--- src/rtl/frdiv_pkg.sv ---
package frdiv_pkg;
  // Three-step phase of the divide-by-1.5 sequencer
  typedef enum logic [1:0] {
    PH_A = 2'd0,
    PH_B = 2'd1,
    PH_C = 2'd2
  } hs_phase_e;
endpackage

--- src/rtl/frdiv_phase.sv ---
// First-order phase accumulator: decides whether the next output
// period is stretched by one input cycle.
module frdiv_phase #(
  parameter int W_FRAC = 14
) (
  input  logic              clk,
  input  logic              rst,
  input  logic              en,
  input  logic              adv,
  input  logic [W_FRAC-1:0] num,
  input  logic [W_FRAC-1:0] den,
  output logic              take_long
);
  localparam int W_SUM = W_FRAC + 1;

  logic [W_FRAC-1:0] acc;
  logic [W_SUM-1:0]  sum;

  always_comb begin
    sum       = {1'b0, acc} + {1'b0, num};
    take_long = (sum >= {1'b0, den});
  end

  always_ff @(posedge clk) begin
    if (rst || !en) begin
      acc <= '0;
    end else if (adv) begin
      if (take_long) acc <= W_FRAC'(sum - {1'b0, den});
      else           acc <= sum[W_FRAC-1:0];
    end
  end

  // Residue stays below the denominator it was reduced against
  assert_acc_below_den_R3: assert property (@(posedge clk) disable iff (rst)
    (en && adv && (num < den) && (acc < den)) |=> (acc < $past(den)));
endmodule

--- src/rtl/frdiv_count.sv ---
// Period counter and registered waveform for the fractional mode.
module frdiv_count #(
  parameter int W_INT = 8
) (
  input  logic             clk,
  input  logic             rst,
  input  logic             en,
  input  logic [W_INT-1:0] int_part,
  input  logic             take_long,
  output logic             adv,
  output logic             wave_q,
  output logic             long_q
);
  localparam int W_LEN = W_INT + 1;

  logic [W_LEN-1:0] cnt, len, cnt_nx, len_nx;

  always_comb begin
    adv    = en && (cnt == len - W_LEN'(1));
    len_nx = adv ? ({1'b0, int_part} + W_LEN'(take_long)) : len;
    cnt_nx = adv ? '0 : cnt + W_LEN'(1);
  end

  always_ff @(posedge clk) begin
    if (rst || !en) begin
      cnt    <= '0;
      len    <= W_LEN'(1);
      wave_q <= 1'b0;
      long_q <= 1'b0;
    end else begin
      cnt    <= cnt_nx;
      len    <= len_nx;
      wave_q <= (cnt_nx < (len_nx >> 1));
      if (adv) long_q <= take_long;
    end
  end

  assert_cnt_in_len_R2: assert property (@(posedge clk) disable iff (rst)
    (len != '0) |-> (cnt < len));

  assert_len_choice_R2: assert property (@(posedge clk) disable iff (rst)
    (adv && (int_part != '0)) |=>
      ((len == {1'b0, $past(int_part)}) || (len == {1'b0, $past(int_part)} + W_LEN'(1))));

  assert_stretch_len_R4: assert property (@(posedge clk) disable iff (rst)
    (adv && en) |=> (long_q == (len != {1'b0, $past(int_part)})));
endmodule

--- src/rtl/frdiv_halfstep.sv ---
// Divide-by-1.5 using a rising-edge flop and a falling-edge flop whose
// XOR is the output; toggle gaps of 1 and 2 half-periods alternate.
module frdiv_halfstep
  import frdiv_pkg::*;
(
  input  logic clk,
  input  logic rst,
  input  logic en,
  output logic tog_out
);
  hs_phase_e ph;
  logic      r_q, f_q;

  always_ff @(posedge clk) begin
    if (rst || !en) begin
      ph  <= PH_A;
      r_q <= 1'b0;
    end else begin
      if (ph != PH_B) r_q <= ~r_q;
      case (ph)
        PH_A:    ph <= PH_B;
        PH_B:    ph <= PH_C;
        default: ph <= PH_A;
      endcase
    end
  end

  always_ff @(negedge clk) begin
    if (rst || !en) f_q <= 1'b0;
    else if (ph != PH_A) f_q <= ~f_q;
  end

  assign tog_out = r_q ^ f_q;

  assert_phase_range_R8: assert property (@(posedge clk) disable iff (rst)
    ph inside {PH_A, PH_B, PH_C});
endmodule

--- src/rtl/frdiv_top.sv ---
module frdiv_top #(
  parameter int W_INT  = 8,
  parameter int W_FRAC = 14
) (
  input  logic              clk,
  input  logic              rst,
  input  logic              half_mode,
  input  logic [W_INT-1:0]  int_part,
  input  logic [W_FRAC-1:0] frac_num,
  input  logic [W_FRAC-1:0] frac_den,
  output logic              clk_out,
  output logic              stretch
);
  logic frac_en, adv, take_long, wave_q, long_q, hs_out;

  assign frac_en = !half_mode;

  frdiv_phase #(.W_FRAC(W_FRAC)) u_phase (
    .clk(clk), .rst(rst), .en(frac_en), .adv(adv),
    .num(frac_num), .den(frac_den), .take_long(take_long)
  );

  frdiv_count #(.W_INT(W_INT)) u_count (
    .clk(clk), .rst(rst), .en(frac_en), .int_part(int_part),
    .take_long(take_long), .adv(adv), .wave_q(wave_q), .long_q(long_q)
  );

  frdiv_halfstep u_half (
    .clk(clk), .rst(rst), .en(half_mode), .tog_out(hs_out)
  );

  assign clk_out = half_mode ? hs_out : wave_q;
  assign stretch = long_q;

  assert_half_no_stretch_R9: assert property (@(posedge clk) disable iff (rst)
    ($past(half_mode) && half_mode) |-> !stretch);
endmodule

--- config.mk ---
export PLATFORM = sky130hd
export DESIGN_NAME = frdiv_top
export DESIGN_NICKNAME = d
export VERILOG_FILES = /design/src/rtl/frdiv_pkg.sv /design/src/rtl/frdiv_phase.sv /design/src/rtl/frdiv_count.sv /design/src/rtl/frdiv_halfstep.sv /design/src/rtl/frdiv_top.sv
export SDC_FILE = /design/constraint.sdc
export NUM_CORES = 1
export LEC_CHECK = 0
export BUFFER_PORTS_ARGS = -buffer_cell sky130_fd_sc_hd__buf_4
export CAP_MARGIN = 10
export CORE_MARGIN = 8
export CORE_UTILIZATION = 55
export CTS_BUF_LIST = sky130_fd_sc_hd__clkbuf_2 sky130_fd_sc_hd__clkbuf_4 sky130_fd_sc_hd__clkbuf_8
export DETAILED_ROUTE_END_ITERATION = 10
export PLACE_DENSITY = 0.73
export REMOVE_ABC_BUFFERS = 1
export SYNTH_ARGS = -nofsm -noshare
export SYNTH_HDL_FRONTEND = slang
export SYNTH_SLANG_ARGS = --single-unit
--- constraint.sdc ---
create_clock -name clk -period 17.25 [get_ports clk]
set_input_delay 3.45 -clock clk [delete_from_list [all_inputs] [get_ports clk]]
set_output_delay 3.45 -clock clk [all_outputs]
set_load 0.02 [all_outputs]
# Word level (Yosys, flattened, before mapping)
# Cells that the tools add are included.
# op_classes
shift	0
addsub	5
n_mul	0
muxes	5
reduce_logical	6
bitwise_logic	3
n_eq_ne	3
order_cmp	2
div_mod_pow	0
# ops
operator	n
$mux 9	2
$add 14x14->15	1
$ge 15x14->1	1
$mux 14	1
$sub 14x14->14	1
$add 8x1->9	1
$add 9x1->9 const B	1
$eq 9x9->1	1
$lt 9x8->1	1
$sub 9x1->9 const B	1
$pmux 2 s2	1
$eq 2x1->1 const B	1
$logic_not 2->1	1
$logic_or 1x1->1	2
$ne 2x1->1 const B	1
$not 1->1	2
$reduce_bool 2->1	1
$logic_and 1x1->1	1
$logic_not 1->1	1
$mux 1	1
$xor 1x1->1	1
# word_totals
mem_bits_rw	0
ff_bits	38
latchBits	0
input_bits	39
romBits	0
n_memories	0

# Logic depth before layout (Yosys ltp)
# Gate-level depths: netlist of the first run.
# logic_depth
depth_word	5
ltp_mapped	28

# Hierarchy
# A second synthesis of the first run with hierarchy kept.
# unflattened
cells_unflattened	443
area_unflattened_um2	3590.9
# modules_own_cells
module	area_each_um2	cells_per_inst	n_inst
frdiv_phase	1943.1	244	1
frdiv_count	1475.2	182	1
frdiv_halfstep	153.9	15	1
frdiv_top	18.8	2	1

==> flow_metrics.py, run 1 <==
metrics = {
    "cts": {
        "clk_pin_slew_ns": 0.07,
        "numCtsBuffers": 5,
        "cts_sinks": 38,
        "clock_tree.buffer_depth": 2,
        "clock_latency_ns": 0.34,
        "ctsHoldBuffers": 0,
        "post_cts_buffers": 0,
        "htree_levels": 2,
        "ctsResizeCount": 0,
        "root_buffer": "clkbuf_8",
        "cts_tree": "built",
    },
    "timing": {
        "finalSetupViolations": 0,
        "rsz0062_at_grt": "false",
        "finalSetupTns_ns": 0,
        "worst_slack_ns": 4.10,
        "finalClockSkew_ns": 0.0554,
        "slew-limit-headroom": 0.413,
        "holdWs_ns": 0.472,
        "drv_slew": 0,
        "worst_pin_slew_ns": 0.878,
        "finalHoldViolCount": 0,
    },
    "setup_path": {
        "path_class": "flip-flop to output pin",
        "worstPathArrival_ns": 9.70,
        "cp-end-kind": "output pin",
        "critPathRequiredTime_ns": 13.80,
        "critPathMaxFanout": 2,
        "worstSetupStartpointType": "flip-flop",
    },
    "final_layout": {
        "num_antenna_cells": 0,
        "finalNetCount": 571,
        "syn_to_final_growth_pct": 11.7,
        "post_route_cells_drive_above_1_share": 0.126,
        "postLayoutCoreUtil": 0.633,
        "final_cells": 568,
    },
    "placement": {
        "pre_cts_slack_ns": 4.45,
        "routabilityCongestion": 0.933,
        "port_buffers": 40,
        "dp_cells": 560,
        "dp_hpwl_um": 6700,
    },
    "routing": {
        "ant_nets": 0,
        "dr.pass1.iters": 5,
        "wl_per_cell_um": 14.7,
        "vias": 3298,
        "routed_wl_um": 8330,
        "initialDrtViolationCount": 169,
        "vias_per_cell": 5.81,
        "drcViolationCount": 0,
    },
    "power": {
        "intPower_uw": 314,
        "p_sw_frac": 0.463,
        "p_sw_uw": 271,
        "cellPowerDensity_mw_per_mm2": 146,
        "power.leakage_uw": 0.00179,
        "clockPowerShare": 0.113,
        "peakVddDrop_mv": 0.112,
        "seqPwrFrac": 0.194,
        "power_frac_comb": 0.693,
    },
    "global_route": {
        "grt_pass1_wl_um": 13900,
        "groute.usage.overall": 0.171,
        "grt_overflow": 0,
        "grt_max_degree": 44,
        "antenna_found_initial": 0,
        "first_global_vias": 3065,
    },
    "synthesis": {
        "ys_ff_latch": 38,
        "yosysMostFrequentCell": "nor2_1",
        "synthCells": 454,
        "yosysSeqAreaShare": 0.212,
        "synth_async_sr_flop_share": 0,
        "synth.area.top_cells": "dfxtp_1 (21%), ha_1 (14%), xnor2_1 (6.1%), a21oi_1 (5.3%), mux2i_1 (5.3%)",
        "avgSynthCellArea_um2": 7.92,
        "ys.flop_type": "dfxtp_1",
        "yosysWarnings": 0,
        "yosys-top-cells-count": "nor2_1 (50), ha_1 (40), a21oi_1 (38), dfxtp_1 (38), inv_1 (32)",
        "synth-edff-count": 0,
        "yosysUniqueCellTypes": 58,
        "synth_area_mm2": 0.00360,
        "synth_top_cell_area_share": 0.212,
        "yosysTopAreaCell": "dfxtp_1",
    },
    "run_status": {
        "status": "complete, no violations",
    },
    "floorplan": {
        "num_rows": 29,
        "die_y_um": 96.9,
        "die-area_mm2": 0.00938,
        "dieWidth_um": 96.9,
        "initial_core_util": 0.566,
        "ios": 41,
        "coreArea_mm2": 0.00635,
    },
    "hold_path": {
        "min_path_type": "flip-flop to flip-flop",
    },
    "job": {
        "max_cap_viol_count": 0,
    },
}
cell families (layout without fill, tap and decap cells):
family / Yosys count / after routing / synth area share
adder cells (fa/ha/maj): 42 / 42 / 0.150
buffers and inverters: 45 / 82 / 0.0574
AND/OR/NAND/NOR: 150 / 150 / 0.208
flip-flops: 38 / 38 / 0.212
XOR/XNOR: 42 / 42 / 0.102
multiplexers: 20 / 20 / 0.0560
AO/OA/AOI/OAI: 117 / 117 / 0.214
layer usage:
metal / vias up / track usage / wire length (um)
li1: 1695 / - / -
met1: 1506 / 0.236 / 4160
met2: 89 / 0.267 / 3620
met3: 8 / 0.0334 / 466
met4: 0 / 0.0402 / 86
met5: - / 0 / 0
sequential cells by signal, indices dropped and copies added (netlist names):
signal	flops
u_phase.acc	14
u_half.r_q	1
u_half.f_q	1
u_count.wave_q	1
u_count.len	9
u_count.long_q	1
u_half.ph	2
u_count.cnt	9
layout by cell type, fill, tap and decap left out, types with 6 or more instances in the layout:
cell type / count
a21o_1: 7
a21oi_1: 38
buf_4: 42
clkbuf_8: 6
dfxtp_1: 38
ha_1: 40
inv_1: 32
mux2i_1: 19
nand2_1: 24
nand2b_1: 10
nand3_1: 21
nor2_1: 50
nor3_1: 10
o21a_1: 8
o21ai_0: 20
o22ai_1: 6
xnor2_1: 25
xor2_1: 17
cell type report:
class	instances	area, um2
clock buffers	7	90.1
clock inverters	2	8.76
fillers	586	2330
inverters	31	116
multi-input cells	371	2630
flip-flops and latches	38	761
well taps	77	96.3
repair buffers	42	315
stage by stage:
step	instance area, um2	power [uW]
global route	4020	638
global placement	3920	512
detailed placement	3920	517
floorplan	3510	433
CTS	4020	585
finish	4020	585
power groups by stage:
stage | registers, uW | clock network (uW) | logic, uW
after global placement | 115 | 0.726 | 396
final | 114 | 66.3 | 405
after global routing | 115 | 72.2 | 451
after detailed placement | 116 | 0.726 | 401
after CTS | 114 | 68.2 | 403
after floorplan | 113 | 0.726 | 319
final timing paths:
| check | slack [ns] | end | from | depth (start not counted) |
|---|---|---|---|---|
| setup / recovery | 4.10 | clk_out | u_half.f_q | 3 |
| hold / removal | 0.47 | u_half.ph[0] | u_half.ph[1] | 1 |
| hold reg to reg | 0.47 | u_half.ph[0] | u_half.ph[1] | 1 |
| setup reg to reg | 7.90 | u_half.f_q | u_half.ph[1] | 3 |
critical path: stages, from the launching register on:
cell	delay (ns)
dfxtp_1	0.31
xnor2_1	0.12
a21oi_1	0.14
buf_4	0.15
No activity file was read; power rests on OpenSTA's default activity.
==> inputs of run 2 (changes only) <==
- clock period: 17.25 -> 12.66 ns (I/O delays scaled with it)
==> run 2 against run 1 <==
Clock-buffer cell count down 2. Setup slack worse by 1.4 ns. Combinational power up 38%. First-iteration DRC count down 13%. Utilization up 0.34 points. Cell count up 0.18%. Clock skew down 0.0029 ns. Via count up 0.45%.
==> flow_metrics.py, run 2 (same netlist as run 1, synthesis figures left out) <==
metrics = {
    "final_layout": {
        "postLayoutCoreUtil": 0.636,
        "largest_register_ffs": 14,
        "final_cell_mix": "nor2_1 (50), buf_4 (43), ha_1 (40)",
        "layout_commonest_cell": "nor2_1",
        "fillers": 583,
        "finalNetCount": 572,
        "post_route_cells_drive_above_1_share": 0.128,
        "reg.largest.list": "u_phase.acc: 14 flops, u_count.cnt: 9 flops, u_count.len: 9 flops",
        "max_flop_register": "u_phase.acc",
        "syn_to_final_growth_pct": 12.3,
        "num_antenna_cells": 0,
    },
    "power": {
        "cellPowerDensity_mw_per_mm2": 202,
        "intPower_uw": 443,
        "peakVddDrop_mv": 0.118,
        "seqPwrFrac": 0.190,
        "power.leakage_uw": 0.00180,
        "p_sw_uw": 373,
        "power.total_uw": 816,
        "clockPowerShare": 0.127,
        "p_sw_frac": 0.457,
        "power_frac_comb": 0.683,
    },
    "timing": {
        "worst_pin_slew_ns": 0.490,
        "finalHoldViolCount": 0,
        "drv_slew": 0,
        "worst_slack_ns": 2.72,
        "finalSetupTns_ns": 0,
        "slew-limit-headroom": 0.669,
        "holdWs_ns": 0.445,
        "finalClockSkew_ns": 0.0525,
        "rsz0062_at_grt": "false",
        "finalSetupViolations": 0,
    },
    "job": {
        "max_cap_viol_count": 0,
    },
    "hold_path": {
        "min_path_type": "flip-flop to flip-flop",
        "hp-start": "u_half.ph[1]",
        "hold_depth": 1,
        "hold_end": "u_half.ph[0]",
    },
    "placement": {
        "routabilityCongestion": 0.921,
        "port_buffers": 40,
        "dp_hpwl_um": 6740,
        "pre_cts_slack_ns": 3.07,
    },
    "setup_path": {
        "r2r-end": "u_half.f_q",
        "r2r_slack_ns": 5.60,
        "worstSetupStartpointType": "flip-flop",
        "critPathMaxFanout": 2,
        "worst_r2r_path_depth": 3,
        "worstPathArrival_ns": 7.41,
        "critPathRequiredTime_ns": 10.13,
        "path_class": "flip-flop to output pin",
        "r2r_start": "u_half.ph[1]",
        "cp-end-kind": "output pin",
    },
    "routing": {
        "drcViolationCount": 0,
        "dr.pass1.iters": 4,
        "vias_per_cell": 5.82,
        "vias": 3313,
        "routed_wl_um": 8360,
        "initialDrtViolationCount": 147,
        "ant_nets": 0,
        "wl_per_cell_um": 14.7,
    },
    "floorplan": {
        "initial_core_util": 0.566,
        "dieWidth_um": 96.9,
        "num_rows": 29,
        "die_y_um": 96.9,
        "coreArea_mm2": 0.00635,
        "die-area_mm2": 0.00938,
        "ios": 41,
    },
    "global_route": {
        "groute.usage.overall": 0.177,
        "first_global_vias": 3206,
        "antenna_found_initial": 0,
        "grt_overflow": 0,
        "grt_pass1_wl_um": 14400,
        "grt_max_degree": 44,
    },
    "cts": {
        "numCtsBuffers": 5,
        "ctsResizeCount": 0,
        "cts_sinks": 38,
        "ctsHoldBuffers": 0,
        "post_cts_buffers": 0,
        "clk_pin_slew_ns": 0.07,
        "root_buffer": "clkbuf_8",
        "clock_tree.buffer_depth": 2,
        "htree_levels": 2,
        "clock_latency_ns": 0.34,
        "cts_tree": "built",
    },
    "run_status": {
        "status": "complete, no violations",
    },
}
==> run 2: how the worst max path moves through the flow <==
stage,endpoint,start,cells after the start,slack [ns]
after floorplan,clk_out,u_half.f_q,2,3.01
after global placement,clk_out,u_half.f_q,3,3.08
after detailed placement,clk_out,u_half.f_q,3,3.07
after CTS,clk_out,u_half.f_q,3,2.70
after global routing,clk_out,u_half.f_q,3,2.66
final,clk_out,u_half.f_q,3,2.72
==> run 2: area by class of cell <==
cell class | count | area [um2] | share of cell area
Inverter | 31 | 116 | 0.0288
Tap cell | 77 | 96.3 | 0.0239
Clock buffer | 5 | 68.8 | 0.0170
Timing Repair Buffer | 43 | 323 | 0.0800
Multi-Input combinational cell | 371 | 2630 | 0.651
Sequential cell | 38 | 761 | 0.188
Clock inverter | 4 | 43.8 | 0.0108
==> run 2: worst max-delay path, stage by stage (launching register included) <==
cell and delay (ns):
dfxtp_1 0.31, xnor2_1 0.13, a21oi_1 0.14, buf_4 0.15
==> run 2: power by group through the flow <==
stage | clock network [uW] | logic, uW | registers [uW]
final | 104 | 557 | 155
after detailed placement | 0.989 | 553 | 157
after global placement | 0.989 | 545 | 157
after floorplan | 0.989 | 435 | 154
after CTS | 106 | 556 | 155
after global routing | 111 | 617 | 157
==> run 2: layer usage <==
layer / up-vias / GRT usage / wire length (um)
met5: - / 0 / 0
li1: 1698 / - / -
met3: 15 / 0.0384 / 379
met1: 1531 / 0.237 / 4190
met4: 0 / 0.0521 / 128
met2: 69 / 0.277 / 3660
==> run 2: per-stage QoR <==
step	instances	instance area, um2
after floorplan	441	3510
after global placement	561	3930
after detailed placement	561	3930
after CTS	569	4040
after global routing	569	4040
final	569	4040
